<file path="config.mk">
export PLATFORM = sky130hd
export DESIGN_NAME = flash_mmap_rd
export DESIGN_NICKNAME = d
export VERILOG_FILES = /design/src/rtl/flash_mmap_rd.sv
export SDC_FILE = /design/constraint.sdc
export NUM_CORES = 1
export LEC_CHECK = 0
export BUFFER_PORTS_ARGS = -buffer_cell sky130_fd_sc_hd__buf_2
export CAP_MARGIN = 20
export CORE_MARGIN = 1.5
export CORE_UTILIZATION = 40
export DETAILED_ROUTE_END_ITERATION = 16
export GPL_TIMING_DRIVEN = 0
export PLACE_DENSITY_LB_ADDON = 0.05
export SYNTH_ARGS = -nofsm -noshare
export SYNTH_HDL_FRONTEND = slang
export SYNTH_SLANG_ARGS = --single-unit
</file>
<file path="constraint.sdc">
create_clock -name clk -period 2.5 [get_ports clk]
set_input_delay 0.25 -clock clk [delete_from_list [all_inputs] [get_ports clk]]
set_output_delay 0.25 -clock clk [all_outputs]
set_load 0.01 [all_outputs]
</file>
<file path="src/rtl/flash_mmap_rd.sv">
`timescale 1ns/1ps
module flash_mmap_rd #(
  parameter int NCS = 4,
  parameter int AW  = 32
) (
  input  logic                       clk,
  input  logic                       rst_n,
  input  logic                       cfg_we,
  input  logic [$clog2(NCS+1)-1:0]   cfg_idx,
  input  logic [13:0]                cfg_wdata,
  input  logic                       reg_busy,
  input  logic                       req_valid,
  output logic                       req_ready,
  input  logic [$clog2(NCS)-1:0]     req_cs,
  input  logic [AW-1:0]              req_addr,
  output logic                       rsp_valid,
  output logic [31:0]                rsp_data,
  output logic                       sclk,
  output logic [NCS-1:0]             cs_n,
  output logic [3:0]                 io_out,
  output logic [3:0]                 io_oe,
  input  logic [3:0]                 io_in
);
  localparam int IW = $clog2(NCS+1);

  typedef enum logic [2:0] {S_IDLE, S_TX, S_DUM, S_RX, S_END} st_t;

  logic [13:0]    setup_q [NCS];
  logic           mm_en;
  st_t            st;
  logic           half;
  logic [39:0]    tx_sr;
  logic [31:0]    rx_sr;
  logic [5:0]     cnt;
  logic [5:0]     rx_last;
  logic [1:0]     ndum_q, lmode_q;
  logic [NCS-1:0] sel_q;
  logic [13:0]    sw;
  logic [31:0]    a32;
  logic           acc, active;

  for (genvar g = 0; g < NCS; g++) begin : g_setup
    always_ff @(posedge clk or negedge rst_n)
      if (!rst_n) setup_q[g] <= '0;
      else if (cfg_we && cfg_idx == IW'(g)) setup_q[g] <= cfg_wdata;
  end

  always_ff @(posedge clk or negedge rst_n)
    if (!rst_n) mm_en <= 1'b0;
    else if (cfg_we && cfg_idx == IW'(NCS)) mm_en <= cfg_wdata[0];

  assign sw        = setup_q[req_cs];
  assign a32       = 32'(req_addr);
  assign req_ready = (st == S_IDLE) && mm_en && !reg_busy;
  assign acc       = req_valid && req_ready;
  assign active    = (st == S_TX) || (st == S_DUM) || (st == S_RX);

  always_comb
    case (lmode_q)
      2'd3:    rx_last = 6'd7;
      2'd1:    rx_last = 6'd15;
      default: rx_last = 6'd31;
    endcase

  always_ff @(posedge clk or negedge rst_n)
    if (!rst_n) begin
      st <= S_IDLE; half <= 1'b0; cnt <= '0; tx_sr <= '0; rx_sr <= '0;
      ndum_q <= '0; lmode_q <= '0; sel_q <= '0;
    end else begin
      case (st)
        S_IDLE: if (acc) begin
          st      <= S_TX;
          half    <= 1'b0;
          tx_sr   <= {sw[7:0], a32 << {~sw[9:8], 3'b000}};
          cnt     <= 6'({sw[9:8], 3'b111}) + 6'd8;
          ndum_q  <= sw[11:10];
          lmode_q <= sw[13:12];
          sel_q   <= NCS'(1) << req_cs;
          rx_sr   <= '0;
        end
        S_TX: begin
          half <= ~half;
          if (half) begin
            tx_sr <= tx_sr << 1;
            if (cnt != 6'd0) cnt <= cnt - 6'd1;
            else if (ndum_q == 2'd0) begin st <= S_RX; cnt <= rx_last; end
            else begin st <= S_DUM; cnt <= 6'({ndum_q, 3'b000}) - 6'd1; end
          end
        end
        S_DUM: begin
          half <= ~half;
          if (half) begin
            if (cnt != 6'd0) cnt <= cnt - 6'd1;
            else begin st <= S_RX; cnt <= rx_last; end
          end
        end
        S_RX: begin
          half <= ~half;
          if (!half)
            case (lmode_q)
              2'd3:    rx_sr <= {rx_sr[27:0], io_in};
              2'd1:    rx_sr <= {rx_sr[29:0], io_in[1:0]};
              default: rx_sr <= {rx_sr[30:0], io_in[1]};
            endcase
          else if (cnt != 6'd0) cnt <= cnt - 6'd1;
          else st <= S_END;
        end
        default: st <= S_IDLE;
      endcase
    end

  assign sclk      = half && active;
  assign cs_n      = active ? ~sel_q : '1;
  assign io_out    = {3'b000, (st == S_TX) && tx_sr[39]};
  assign io_oe     = {3'b000, st == S_TX};
  assign rsp_valid = (st == S_END);
  assign rsp_data  = {rx_sr[7:0], rx_sr[15:8], rx_sr[23:16], rx_sr[31:24]};

  AST_READY_MODE: assert property (@(posedge clk) disable iff (!rst_n) !mm_en |-> !req_ready);
  AST_READY_BUSY: assert property (@(posedge clk) disable iff (!rst_n) reg_busy |-> !req_ready);
  AST_SCLK_PULSE: assert property (@(posedge clk) disable iff (!rst_n) $rose(sclk) |=> $fell(sclk));
  AST_RSP_PULSE: assert property (@(posedge clk) disable iff (!rst_n) rsp_valid |=> !rsp_valid);
  AST_CS_ONEHOT: assert property (@(posedge clk) disable iff (!rst_n) $onehot0(~cs_n));
  AST_SCLK_REST: assert property (@(posedge clk) disable iff (!rst_n) (&cs_n) |-> !sclk);
  AST_ACCEPT_SEL: assert property (@(posedge clk) disable iff (!rst_n) (req_valid && req_ready) |=> !(&cs_n) && !req_ready);
endmodule

</file>
### Yosys cells after proc, flatten, opt, wreduce, memory -nomap -nowiden

Index checks and enable logic that the tools add are counted.

* $add $sub $neg: 3
* $lt $le $gt $ge: 1
* equality and inequality tests: 19
* shifts and indexed selects: 2
* mux-type cells: 32
* bitwise logic cells: 4
* reduce and logical (&&, ||, !) cells: 28

Operator list (number)
* $pmux W32 S2: 2
* $mux W40: 2
* $pmux W40 S2: 1
* $mux W32: 2
* $mux W6: 8
* $shl A32 B5 Y32: 1
* $bmux W14 S2: 1
* $mux W14: 2
* $pmux W6 S4: 1
* $mux W3: 7
* $ne A2 B2 Y1 const B: 7
* $eq A3 B2 Y1 const B: 4
* $pmux W3 S4: 1
* $logic_and A1 B1 Y1: 10
* $pmux W5 S2: 1
* $reduce_and A7 Y1: 1
* $add A5 B4 Y6 const B: 1
* $eq A3 B1 Y1 const B: 2
* $eq A3 B3 Y1 const B: 2
* $logic_not A3 Y1: 2
* $reduce_and A3 Y1: 2
* $reduce_and A6 Y1: 1
* $reduce_bool A2 Y1: 3
* $reduce_bool A6 Y1: 1
* 20 further kinds: 24

* flip-flop bits (word level): 147
* output and inout port bits: 47
* logic and storage cells: 102

### Longest topological paths before layout

Gate-level depths: netlist of run 1.

* depth after elaboration: 8
* mapped depth: 9

### Worst setup path after synthesis of run 1

OpenSTA, ideal clock, no wires.

* kind: register -> register
* from: register cnt[0]
* to: register cnt[5]
* library setup time: 0.126 ns
* arrival: 1.896 ns
* required time: 2.374 ns
* slack: 0.478 ns
* stages on the path, launching flop included: 9
* clock period less this slack: 2.022 ns
* cell sequence: dfrtp_1 inv_1 ha_1 or4b_1 buf_2 o31ai_4 o31a_4 nor2b_1 a221o_1

* longest elaborated chain between the ends: 4
* elaborated cells between the ends (all ways): 11
* those cells by class: add/sub: 1; eq/ne: 1; mux: 7; reduce/logical: 2

Ends and longest elaborated chain
* start, declared: RTL line 34 `logic [5:0] cnt;`
* start signal, assigned: RTL line 75 `cnt <= 6'({sw[9:8], 3'b111}) + 6'd8;`
* start signal, assigned: RTL line 85 `if (cnt != 6'd0) cnt <= cnt - 6'd1;`
* start signal, assigned: RTL line 93 `if (cnt != 6'd0) cnt <= cnt - 6'd1;`
* $sub A6 B1 Y6 or $reduce_bool A6 Y1 (tied branches): RTL line 85, 93, 105
* $mux W6, on equally long branches: RTL line 105, 85, 93
* $mux W6, on equally long branches: RTL line 99, 83, 92
* $pmux W6 S4: RTL line 70 `case (st)`

Parallel ways exist; a longest one is shown, timed or not. The select of a mux whose other input is x is not followed.
A chain may end at the register's enable or synchronous reset.

### Final worst setup path of run 1

* from: register st[2]
* to: output sclk

* longest elaborated chain between the ends: 4
* elaborated cells between the ends (all ways): 6
* those cells by class: eq/ne: 3; reduce/logical: 3

Ends and longest elaborated chain
* start, declared: RTL line 30 `st_t st;`
* start signal, assigned: RTL line 67 `st <= S_IDLE; half <= 1'b0; cnt <= '0; tx_sr <= '0; rx_sr <= '0;`
* start signal, assigned: RTL line 72 `st <= S_TX;`
* start signal, assigned: RTL line 86 `else if (ndum_q == 2'd0) begin st <= S_RX; cnt <= rx_last; end`
* $eq A3 B1 Y1 or $eq A3 B2 Y1 (tied branches): RTL line 56 `assign active = (st == S_TX) || (st == S_DUM) || (st == S_RX);`
* $logic_or A1 B1 Y1: RTL line 56
* $logic_or A1 B1 Y1 *: RTL line 56
* $logic_and A1 B1 Y1 *: RTL line 112 `assign sclk = half && active;`
* end, declared: RTL line 18 `output logic sclk,`

Every way passes the cells marked *; elsewhere a longest branch is shown, timed or not.

==> results of run 1 <==
cell usage after synthesis, types with 6 or more instances:
library cell	instances	share of area
sky130_fd_sc_hd__dfrtp_1	147	0.48
sky130_fd_sc_hd__nand2_1	146	0.072
sky130_fd_sc_hd__mux2_2	65	0.096
sky130_fd_sc_hd__mux2i_1	58	0.076
sky130_fd_sc_hd__nor2_1	34	0.017
sky130_fd_sc_hd__o2111ai_1	30	0.034
sky130_fd_sc_hd__o21ai_0	28	0.018
sky130_fd_sc_hd__clkbuf_1	23	0.011
sky130_fd_sc_hd__buf_2	22	0.014
sky130_fd_sc_hd__a21oi_1	20	0.013
sky130_fd_sc_hd__o21a_1	17	0.017
sky130_fd_sc_hd__mux4_2	13	0.038
sky130_fd_sc_hd__buf_4	10	0.0098
sky130_fd_sc_hd__a31oi_1	8	0.0065
sky130_fd_sc_hd__o211ai_1	8	0.0078
sky130_fd_sc_hd__o221ai_1	8	0.0091
sky130_fd_sc_hd__a22oi_1	7	0.0069
sky130_fd_sc_hd__and2_1	6	0.0049
sky130_fd_sc_hd__nand3_1	6	0.0039
layout by cell type (no fill, tap or decap), types with 4 or more instances in the layout:
master,count
sky130_fd_sc_hd__buf_1,5
sky130_fd_sc_hd__mux2_2,65
sky130_fd_sc_hd__inv_6,5
sky130_fd_sc_hd__mux4_2,13
sky130_fd_sc_hd__buf_2,119
sky130_fd_sc_hd__o221ai_1,8
sky130_fd_sc_hd__buf_4,10
sky130_fd_sc_hd__o31ai_1,4
sky130_fd_sc_hd__o2111ai_1,30
sky130_fd_sc_hd__and2_1,6
sky130_fd_sc_hd__nand3_1,6
sky130_fd_sc_hd__mux2i_1,58
sky130_fd_sc_hd__o21ai_0,28
sky130_fd_sc_hd__conb_1,6
sky130_fd_sc_hd__a22oi_1,7
sky130_fd_sc_hd__a31oi_1,8
sky130_fd_sc_hd__nand2_1,146
sky130_fd_sc_hd__o211ai_1,8
sky130_fd_sc_hd__o21a_1,17
sky130_fd_sc_hd__inv_8,5
sky130_fd_sc_hd__clkbuf_16,17
sky130_fd_sc_hd__a21oi_1,20
sky130_fd_sc_hd__nor2_1,33
sky130_fd_sc_hd__clkbuf_1,22
sky130_fd_sc_hd__dfrtp_1,147
sky130_fd_sc_hd__nor2b_1,4
sky130_fd_sc_hd__inv_1,4
layout make-up:
| cell class | instances | area (µm²) | share of cell area |
|---|---|---|---|
| multi-input combinational | 511 | 3670 | 0.402 |
| clock buffer | 18 | 439 | 0.0481 |
| inverter | 5 | 18.8 | 0.00206 |
| clock inverter | 14 | 184 | 0.0201 |
| tap | 234 | 293 | 0.0321 |
| sequential | 147 | 3680 | 0.403 |
| timing repair buffer | 100 | 534 | 0.0585 |
| buffer | 61 | 309 | 0.0339 |
sequential cells by signal, indices dropped and copies added (netlist names), 2 cells and up:
register / flops
setup_q: 56
tx_sr: 40
rx_sr: 32
cnt: 6
sel_q: 4
st: 3
lmode_q: 2
ndum_q: 2
what timing repair did:
action / CTS / global route
hold buffers: 1 / 0
gates resized for setup: 0 / 1
hold endpoints to repair: 58 / 0
setup endpoints to repair: 2 / 2
gates cloned: 0 / 0
cells by family after synthesis:
kind of cell | Yosys count | synth area share
other cells | 1 | 0.000489
buf+inv | 67 | 0.0433
mux | 137 | 0.211
compound gates | 146 | 0.137
flops | 147 | 0.480
xor+xnor | 1 | 0.00114
fa+ha+maj | 2 | 0.00327
simple gates | 219 | 0.123
layer usage:
layer,part of all wire,GRT usage,up-vias
met1,0.48,0.280,2940
met5,0,0,-
met3,0.041,0.0506,12
li1,-,-,2841
met4,0.0079,0.0412,0
met2,0.47,0.318,118
power by group:
part | total, mW | switching, mW | internal [mW]
clock | 2.70 | 1.15 | 1.56
sequential | 3.45 | 0.389 | 3.06
combinational | 3.39 | 1.98 | 1.41
worst reg2reg max path: stages, from the launching register on:
cell and delay (ns):
sky130_fd_sc_hd__dfrtp_1 0.46, sky130_fd_sc_hd__nor3b_1 0.32, sky130_fd_sc_hd__buf_2 0.46, sky130_fd_sc_hd__nand2b_1 0.16, sky130_fd_sc_hd__buf_2 0.20, sky130_fd_sc_hd__buf_2 0.25
sky130_fd_sc_hd__o221ai_1 0.16, sky130_fd_sc_hd__o21a_1 0.14
stage by stage:
stage | util | TNS [ns] | total power [mW] | cell area, µm²
final | 0.486 | 0 | 9.54 | 9130
after global routing | 0.486 | 0 | 10.2 | 9130
after CTS | 0.486 | 0 | 9.61 | 9130
after detailed placement | 0.453 | 0 | 6.89 | 8500
after global placement | 0.451 | -143.28 | 6.79 | 8460
after floorplan | - | 0 | 5.91 | 7680
how the worst max path moves through the flow:
stage | from | endpoint | slack, ns | cells past startpoint
2_1_floorplan | cnt[0] | cnt[5] | 0.48 | 8
6_report | st[2] | sclk | 0.18 | 4
4_1_cts | st[1] | req_ready | 0.11 | 4
5_1_grt | st[2] | tx_sr[6] | 0.02 | 7
3_3_place_gp | rst_n | setup_q[6] | -0.99 | 1
3_5_place_dp | st[1] | tx_sr[39] | 0.27 | 6
==> results by stage, run 1 <==
GRT:
- The global route total overflow is 0.
- The first global-routing pass estimated 31,500 µm of wire.
- In the global route stage, overall resource usage came out at 0.201.
- The via count of the first global-routing pass was about 6,000.
- The number of antenna violations at the first check in global routing is 0.
- Entering global routing, the biggest net connects 90 pins.

Synth:
- Averaged over all synthesized cells, the footprint is between 10 and 15 µm².
- The predominant post-synthesis flop cell is sky130_fd_sc_hd__dfrtp_1.
- The area of the mapped netlist is 7660 µm².
- Synthesis inferred 147 register bits.
- Synthesis instantiated 57 different standard cells from the library.
- The count of synthesis-stage warnings from yosys is 0.
- The part of the Yosys area used for sequential elements is 0.480.
- Yosys mapped a number of flops with a built-in enable equal to 0.
- Counting flops with an async set or reset pin after synthesis yields a share of 1.00.
- The cell count after synthesis came out at 720.

Timing:
- The max-slew violation total from the final report is 0.
- Hold timing on the final database bottoms out at a slack of 0.0984 ns.
- Setup violations remaining at the end of the flow were counted as 0.
- For the pin with the worst max-slew slack, the measured transition is ~0.73 ns.
- The count of endpoints failing hold in the final timing report is 0.
- The timing-limited maximum frequency is 431 MHz.
- Setup repair after global routing left no endpoint under its margin.
- The worst setup skew after layout is just under 0.009 ns.
- The tightest slew margin relative to the limit is 0.514.
- Of the available clock period, the critical path in the final layout requires 0.929.
- The final critical delay including setup and external delays is 2.32 ns.
- The final worst-path setup slack is about 0.18 ns.

Place:
- The count of input and output buffers is 98.
- The pre-CTS setup slack is about 0.27 ns.
- The post-placement cell count is 1,058.
- The routability congestion estimate from global placement is 0.835.
- The wire-length estimate of the detail-placed layout is 13,900 µm.

Setup path:
- The endpoint kind of the worst setup timing path is an output pin.
- Data on the critical path is required at its endpoint by 2.25 ns.
- The startpoint of the lowest-slack register-to-register path is st[2].
- The kind of cell with the highest combined delay along the critical path is simple AND/OR/NAND/NOR gates.
- The worst register-to-register path ends at tx_sr[29].
- The category of the most critical setup path is reg2out.
- Data arrives at the worst endpoint at 2.07 ns.
- The worst-case register-to-register setup slack is 0.24 ns.
- On the critical path, the stage with the largest delay is an instance of sky130_fd_sc_hd__nor2_1.
- On the worst path, the slowest cell contributes a delay of 0.54 ns.
- For the worst flop-to-flop path, the logic depth is 7.
- Walking the worst path, the cells encountered are clkbuf_1 -> nor2_1 -> and2_1 -> buf_2.
- The worst-path maximum fanout is 10.
- The number of buffers and inverters on the critical path is 2.
- STA classifies the critical path startpoint as a flop.

Final layout:
- The final antenna diode count is 0.
- The layout-stage area growth over the synthesis result is 19.2%.
- The layout has 1,792 filler cells.
- The final layout contains 905 nets.
- Of the cells placed in the final design, the portion with a size suffix greater than 1 is 0.297.
- The final non-filler cell total is 1,090.

Route:
- The final routed DRC violation total is 0.
- The number of optimization iterations in the first detailed-route pass is 5.
- After the first detailed-routing iteration, the DRC count stood at approximately 320.
- Dividing the detail-routed via count by the number of cells gives 5.42.
- The detail route stage leaves a number of antenna-violating nets equal to 0.
- The final layout contains routed wiring with a total length of about 19,000 µm.
- The routed layout has 5,911 vias.
- Dividing the detail-routed wire length by the instance count gives 17.7 µm.

Clock network:
- The clock drives 147 sinks.
- The H-tree generated during clock tree synthesis spans 4 levels.
- After clock tree synthesis, the setup repair step added 0 buffers.
- The number of clock buffers inserted by TritonCTS is 17.
- The clock reaches the later pin of the worst-skew pair after 0.43 ns.
- Clock-pin slew was measured on the worst setup and hold paths at 0.07 ns.
- TritonCTS built the clock tree.
- The library cell used as clock root buffer is sky130_fd_sc_hd__clkbuf_16.
- The worst-case clock buffer depth is 2.

Die:
- The core region is about 19,000 µm².
- The placement row count is 50.
- The floorplan die area is 20,000 µm².
- The total I/O pin count is 107.
- The height of the chip is around 140 µm.
- The initial standard-cell utilization of the core is 0.408.
- The floorplan step set the die width to 141 µm.

Min path:
- The class of the tightest hold or removal check is in2reg.
- The end point of the most critical hold path is setup_q[15].
- The instance count along the most critical hold path is 2.
- The startpoint identified for the worst hold timing path is cfg_wdata[1].

Flow run:
- The count of max-cap constraint violations is 0.

Pwr:
- The maximum resistive drop on vdd is 0.605 mV.
- For this design the static power due to leakage is 4.18 nW.
- Power spread over the standard cell area amounts to about 1000 nW/µm².

Outcome:
- The flow ran to the end, and the final reports show no timing, DRC or antenna violations.
Power figures use the tool's default switching activity.
==> inputs of run 2 (changes only) <==
--- a/config.mk
+++ b/config.mk
@@ -11,6 +11,7 @@
 export CORE_UTILIZATION = 40
 export DETAILED_ROUTE_END_ITERATION = 16
 export GPL_TIMING_DRIVEN = 0
+export MAX_ROUTING_LAYER = met4
 export PLACE_DENSITY_LB_ADDON = 0.05
 export SYNTH_ARGS = -nofsm -noshare
 export SYNTH_HDL_FRONTEND = slang
==> run 2 against run 1 <==
Final cell count unchanged; combinational power about the same; register-to-register slack about the same; die area unchanged; worst setup slack got worse by 0.015 ns; via count increased by 1.1%; sequential cell count unchanged; utilization unchanged; largest power group unchanged; critical path type unchanged; power about the same; sequential share of layout area unchanged; worst hold slack about the same.
==> results by stage, run 2 (synthesized netlist as in run 1, its figures left out) <==
Outcome:
- The run finished with clean final reports.

Final layout:
- The flip-flop count of the largest register, all copies and words added is 56.
- The largest registers in the layout are setup_q (56), tx_sr (40), rx_sr (32).
- In the layout the commonest cells are 147 x sky130_fd_sc_hd__dfrtp_1, 146 x sky130_fd_sc_hd__nand2_1, 119 x sky130_fd_sc_hd__buf_2.
- In the final layout, the share of cells above drive strength 1 is 0.297.
- Leaving out fill and tap cells, the most frequent cell in the layout is sky130_fd_sc_hd__dfrtp_1.
- Compared with the post-synthesis result, the final layout area differs by 19.2%.
- The final non-filler cell total is 1,090.
- The register with the most flip-flops is setup_q.
- The post-layout instance area is between 9000 and 10,000 µm².
- The final antenna diode count is 0.
- The net count of the finished layout is between 900 and 1,000.

Pwr:
- The internal portion of the total power is 6.03 mW.
- The combinational cell fraction of total power is 0.356.
- The share of total power dissipated in sequential elements is 0.361.
- Of the total power, the share spent switching nets is 0.369.
- VDD sags by at most 0.605 mV.
- The power dissipated by switching net loads is about 3.5 mW.
- The share of total power dissipated in the clock network is 0.283.
- For this design the static power due to leakage is approximately 4.2 nW.
- The power density relative to cell area is 1050 nW/µm².

Route:
- Summing over every cut layer, the via total after detailed routing is between 5,000 and 6,000.
- After the first detailed-routing iteration, the DRC count stood at 344.
- In the routed layout, each cell is associated on average with a via count of 5.48.
- The count of antenna-violating nets left after detailed routing is 0.
- For this run, the detailed router's first-pass iteration total came to 5.
- Dividing the detail-routed wire length by the instance count gives between 15 and 20 µm.
- The final routed DRC violation total is 0.
- After detailed routing, the total wire length is 19,300 µm.

Die:
- For this configuration, the core starts out at a cell density of 0.408.
- The floorplan die area is between 15,000 and 20,000 µm².
- The die is 141 µm tall.
- Row generation in the floorplan step produced 50 rows.
- In this run the horizontal extent of the chip is 141 µm.
- 107 I/O pins were placed.
- The area of the placeable core is between 15,000 and 20,000 µm².

Setup path:
- The category of the most critical setup path is reg2out.
- The capture instance of the worst register-to-register path is tx_sr[29].
- The signal on the critical path passes through clkbuf_1 -> nor2_1 -> and2_1 -> buf_2.
- In this run the worst path has a maximum fanout of 10.
- For the worst setup path, the data required time is 2.25 ns.
- The kind of cell with the highest combined delay on the critical path is simple AND/OR/NAND/NOR gates.
- The startpoint of the lowest-slack register-to-register path is st[2].
- In this design, the stage delay of the slowest critical-path cell is 0.54 ns.
- The critical-path cell with the highest stage delay is sky130_fd_sc_hd__nor2_1.
- The worst reg2reg path depth is 7.
- The endpoint kind of the worst setup timing path is an output pin.
- For the worst setup path, the data arrival time is about 2.1 ns.
- The worst setup path is launched from a flop.
- The number of buffers and inverters on the critical path is 2.
- The setup check on the worst reg-to-reg path leaves a slack of 0.24 ns.

Place:
- Detailed placement ended at an HPWL of 13,900 µm.
- The count of input and output buffers is 98.
- The post-placement cell count is 1,058.
- The routability congestion estimate from global placement is 0.848.
- Summing all placed instances gives a cell area of 8500 µm².

Min path:
- The startpoint identified for the worst hold timing path is cfg_wdata[1].
- The path with the worst hold slack has its endpoint at setup_q[15].
- In this run the worst hold path is classified as in2reg.
- The instance count along the most critical hold path is 2.

Timing:
- The max-slew violation total from the final report is 0.
- The tightest slew margin relative to the limit is 0.527.
- The timing-limited maximum frequency is 428 MHz.
- The count of endpoints failing hold in the final timing report came to 0.
- Of the available clock period, the critical path in the final layout requires 0.935.
- Setup repair after global routing left no endpoint under its margin.
- The total setup violations reported at the end of the flow is 0.
- The smallest clock period supported by the final layout is computed as between 2 and 2.5 ns.
- The worst setup skew after layout is approximately 0.009 ns.
- At the pin with the least slew margin, the transition time is 0.709 ns.

GRT:
- Entering global routing, the biggest net connects 90 pins.
- The global-route wire length before repair is 31,600 µm.
- The number of antenna violations at the first check in global routing is 0.
- The via count of the first global-routing pass came to 6,013.
- Across every metal layer, demand over resource in global routing totals 0.207.
- The global route total overflow is 0.

Clock network:
- The number of clock sinks is 147.
- TritonCTS built the clock tree.
- The number of clock buffers inserted by TritonCTS is 17.
- The worst-case clock buffer depth is 2.
- The number of setup buffers added after CTS is 0.
- Clock latency on the worst-skew pair, taken at its later pin, is 0.43 ns.
- After clock tree synthesis, the clock-pin slew on the worst setup and hold paths is about 0.07 ns.
- The H-tree was split into 4 levels.
- The tree is rooted in a sky130_fd_sc_hd__clkbuf_16.

Flow run:
- The count of max-cap constraint violations is 0.
## run 2: cell counts in the layout (fill, tap and decap cells not counted)
No cell type changed its count.
## run 2: worst max path at each step
| stage | cells past startpoint | slack, ns | from | to |
|---|---|---|---|---|
| floorplan | 8 | 0.48 | cnt[0] | cnt[5] |
| global route | 7 | 0.02 | st[2] | tx_sr[6] |
| CTS | 4 | 0.11 | st[1] | req_ready |
| finish | 4 | 0.16 | st[2] | sclk |
| detailed placement | 6 | 0.27 | st[1] | tx_sr[39] |
| global placement | 1 | -0.99 | rst_n | setup_q[6] |
## run 2: timing repair
| item | 4_1_cts | 5_1_grt |
|---|---|---|
| hold buffers | 1 | 0 |
| hold endpoints to repair | 58 | 0 |
| endpoints found under the setup margin | 2 | 2 |
| resized for setup | 0 | 1 |
| pin swaps | 0 | 0 |
## run 2: area by class of cell
class,instances,area (µm²)
tap,234,293
sequential,147,3680
inverter,5,18.8
fill,1792,9640
timing repair buffer,100,534
buffer,61,309
clock buffer,18,439
multi-input combinational,511,3670
clock inverter,14,184
## run 2: metrics by stage
stage / util / power, mW / setup TNS, ns / setup slack [ns] / hold WS (ns)
6_report: 0.486 / 9.55 / 0 / 0.162 / 0.0985
5_1_grt: 0.486 / 10.2 / 0 / 0.0170 / 0.0871
4_1_cts: 0.486 / 9.61 / 0 / 0.109 / 0.0859
3_5_place_dp: 0.453 / 6.89 / 0 / 0.268 / 0.264
3_3_place_gp: 0.451 / 6.79 / -143.28 / -0.990 / 0.463
2_1_floorplan: - / 5.91 / 0 / 0.478 / -0.0456
## run 2: power by group through the flow
stage          sequential, mW  clock (mW)  combinational, mW
2_1_floorplan            3.38           0               2.53
3_3_place_gp             3.46           0               3.33
3_5_place_dp             3.49           0               3.41
4_1_cts                  3.45        2.76               3.41
5_1_grt                  3.54        2.88               3.77
6_report                 3.45        2.70               3.39
## run 2: routing by layer
metal  up-vias  part of all wire  global-route usage
met5         -                 0                   -
met4         0            0.0078              0.0412
met3        13             0.042              0.0493
met2       139              0.47               0.317
met1      2983              0.48               0.282
li1       2840                 -                   -
==> inputs of run 3 (changes only) <==
--- a/config.mk
+++ b/config.mk
@@ -8,9 +8,9 @@
 export BUFFER_PORTS_ARGS = -buffer_cell sky130_fd_sc_hd__buf_2
 export CAP_MARGIN = 20
 export CORE_MARGIN = 1.5
-export CORE_UTILIZATION = 40
+export CORE_UTILIZATION = 58
 export DETAILED_ROUTE_END_ITERATION = 16
-export GPL_TIMING_DRIVEN = 0
+export GPL_TIMING_DRIVEN = 1
 export MAX_ROUTING_LAYER = met4
 export PLACE_DENSITY_LB_ADDON = 0.05
 export SYNTH_ARGS = -nofsm -noshare
==> run 3 against run 2 <==
Register-to-register slack better by 0.03 ns; combinational power shrank 4%; largest power group unchanged; worst setup slack better by 0.11 ns; fmax is 4.8% higher; via count fell by 2.0%; non-clock buffer count fell by 35; clock skew shrank 0.0018 ns; utilization increased by 21 points; design area fell by 2.6%; final cell count is 8.9% lower; sequential cell count stayed put.
==> results by stage, run 3 (synthesized netlist as in run 1, its figures left out) <==
Timing:
- Setup repair after global routing left no endpoint under its margin.
- For the pin with the worst max-slew slack, the measured transition is 0.691 ns.
- The setup total negative slack is 0 ns.
- The final critical delay including setup and external delays is around 2.2 ns.
- The timing-limited maximum frequency is 448 MHz.
- Across all setup checks in the final design, the least slack found is 0.269 ns.
- The count of endpoints failing hold in the final timing report is 0.
- The max-slew violation total from the final report was 0.
- The total setup violations reported at the end of the flow is 0.
- The worst setup skew after layout is 0.00729 ns.
- The tightest slew margin relative to the limit is 0.539.
- The final critical-path share of the clock period is 0.893.

Route:
- The iteration-0 DRC count of the detailed router is roughly 510.
- For this block, the via count after detailed routing is 5,858.
- The routed design has 17,500 µm of wire.
- The final routed DRC violation total is 0.
- Dividing the detail-routed via count by the number of cells gives 5.90.
- Once detail routing completed, the nets flagged for antenna violations numbered 0.
- The pre-antenna-repair detailed-routing pass consisted of 5 iterations.
- The average wire per standard cell is 17.6 µm.

Final layout:
- In the layout the commonest cells are 146 x sky130_fd_sc_hd__dfrtp_1, 145 x sky130_fd_sc_hd__nand2_1, 99 x sky130_fd_sc_hd__buf_2.
- The library cell used most frequently in the layout, excluding fill and tap cells, is sky130_fd_sc_hd__dfrtp_1.
- The final-stage net count is 870.
- The layout has 978 filler cells.
- The area of combinational cells with multiple inputs is about 3700 µm².
- The register with the most flip-flops is setup_q.
- Of the cells placed in the final design, the portion with a size suffix greater than 1 is 0.305.
- Relative to the synthesized area, the layout overhead comes to 16.1%.
- The finished cells cover a little under 9000 µm².
- The largest registers in the layout are setup_q (56), tx_sr (40), rx_sr (32).
- The storage element area is 3680 µm².
- The register with the most flip-flops in the layout has 56 of them.
- The repair_antennas step left the layout with diodes totalling 0.

Clock network:
- Clock tree synthesis selected as its root buffer the cell sky130_fd_sc_hd__clkbuf_16.
- The clock-pin transition on the worst setup and hold timing paths is 0.06 ns.
- Clock tree synthesis found a total of 147 sinks.
- The later-pin clock latency in the skew report is 0.42 ns.
- TritonCTS created 17 clock buffers.
- CTS built an H-tree with a depth of 4.
- TritonCTS built the clock tree.
- The worst-case clock buffer depth is 2.

GRT:
- The via count of the first global-routing pass came to 5,878.
- The global-route wire length before repair is approximately 30,000 µm.
- Entering global routing, the biggest net connects 67 pins.
- Summed over all layers, the global routing overflow is 0.
- The total routing usage reported by global routing is 0.271.
- The number of antenna violations at the first check in global routing was 0.

Place:
- The count of buffers added on input and output ports is 100.
- At the end of routability-driven placement, the weighted congestion stood at 0.907.
- OpenSTA, run right after detailed placement, puts the worst setup slack at about 0.23 ns.
- The area after detailed placement is 8330 µm².
- The HPWL after detailed placement is 11,700 µm.

Pwr:
- The maximum resistive drop on vdd is between 0.5 and 0.6 mV.
- The leakage dissipation is 4.08 nW.
- The power density relative to cell area is around 1000 nW/µm².

Flow run:
- The tool flagged a number of max-cap violations equal to 0.

Setup path:
- STA classifies the critical path endpoint as a flop.
- The worst-path maximum fanout is 7.
- For the worst setup path, the data required time is around 2.8 ns.
- The element type at the critical path start is a flop.
- The category of the most critical setup path is reg2reg.
- The worst endpoint data arrival time is 2.54 ns.

Outcome:
- The flow ran to the end, and the final reports show no timing, DRC or antenna violations.

Die:
- After floorplanning, the core was divided into 41 placement rows.
- The floorplan die area is 13,900 µm².
- The height of the chip is 118 µm.
- The total I/O pin count is approximately 110.
- For this configuration, the core starts out at a cell density of 0.600.
- The horizontal extent of the die is 118 µm.
- The region available for standard cell placement spans 12,800 µm².

Min path:
- The worst hold path belongs to the class in2reg.
## run 3: changes by cell type in the layout (fill, tap and decap cells not counted), moves of 5 or more
| cell | delta |
|---|---|
| sky130_fd_sc_hd__buf_2 | -20 |
| sky130_fd_sc_hd__inv_8 | -5 |
| sky130_fd_sc_hd__buf_1 | -5 |
| sky130_fd_sc_hd__buf_4 | +12 |
| sky130_fd_sc_hd__clkbuf_1 | -22 |
## run 3: per-layer routing
metal / GRT usage / part of all wire
met1: 0.361 / 0.44
met2: 0.423 / 0.50
met3: 0.0504 / 0.041
met4: 0.0877 / 0.016
met5: - / 0
## run 3: worst max-delay path, stage by stage, from the launching register on
cell and delay, ns:
sky130_fd_sc_hd__dfrtp_1 0.39, sky130_fd_sc_hd__inv_1 0.08, sky130_fd_sc_hd__ha_1 0.22, sky130_fd_sc_hd__or4b_4 0.56, sky130_fd_sc_hd__o31ai_2 0.19, sky130_fd_sc_hd__a21oi_1 0.14
sky130_fd_sc_hd__buf_4 0.19, sky130_fd_sc_hd__o21a_1 0.11, sky130_fd_sc_hd__a22o_1 0.24
## run 3: timing repair
| item | CTS | global route |
|---|---|---|
| hold endpoints to repair | 64 | 0 |
| resized for setup | 0 | 2 |
| endpoints found under the setup margin | 0 | 1 |
| hold buffers | 1 | 0 |
| setup buffers | 0 | 0 |
## run 3: worst paths after layout
path	start	to	slack, ns	cells after the start
worst max-delay path	cnt[0]	cnt[4]	0.27	8
worst min-delay path	cfg_wdata[8]	setup_q[50]	0.1	2
worst max register to register	cnt[0]	cnt[4]	0.27	8
worst min register to register	rx_sr[31]	rx_sr[31]	0.48	2
max in group asynchronous	rst_n	setup_q[8]	1.44	3
min in group asynchronous	rst_n	rx_sr[31]	0.40	2
## run 3: area by class of cell
cell class / count / share of cell area
multi-input combinational: 511 / 0.414
sequential: 147 / 0.414
timing repair buffer: 126 / 0.0834
clock buffer: 19 / 0.0509
tap: 172 / 0.0242
clock inverter: 13 / 0.0111
inverter: 5 / 0.00211
## run 3: power breakdown
part / total (mW) / switching [mW] / internal [mW]
Clock: 2.36 / 1.03 / 1.33
Sequential: 3.54 / 0.477 / 3.06
Combinational: 3.25 / 1.84 / 1.41
## run 3: through the flow
step	instances	total power, mW	hold slack [ns]	utilization
floorplan	725	5.91	-0.0456	-
global placement	960	6.63	0.287	0.652
detailed placement	960	6.79	0.296	0.652
CTS	993	9.19	0.0884	0.696
global route	993	9.72	0.0978	0.696
finish	993	9.14	0.0998	0.696
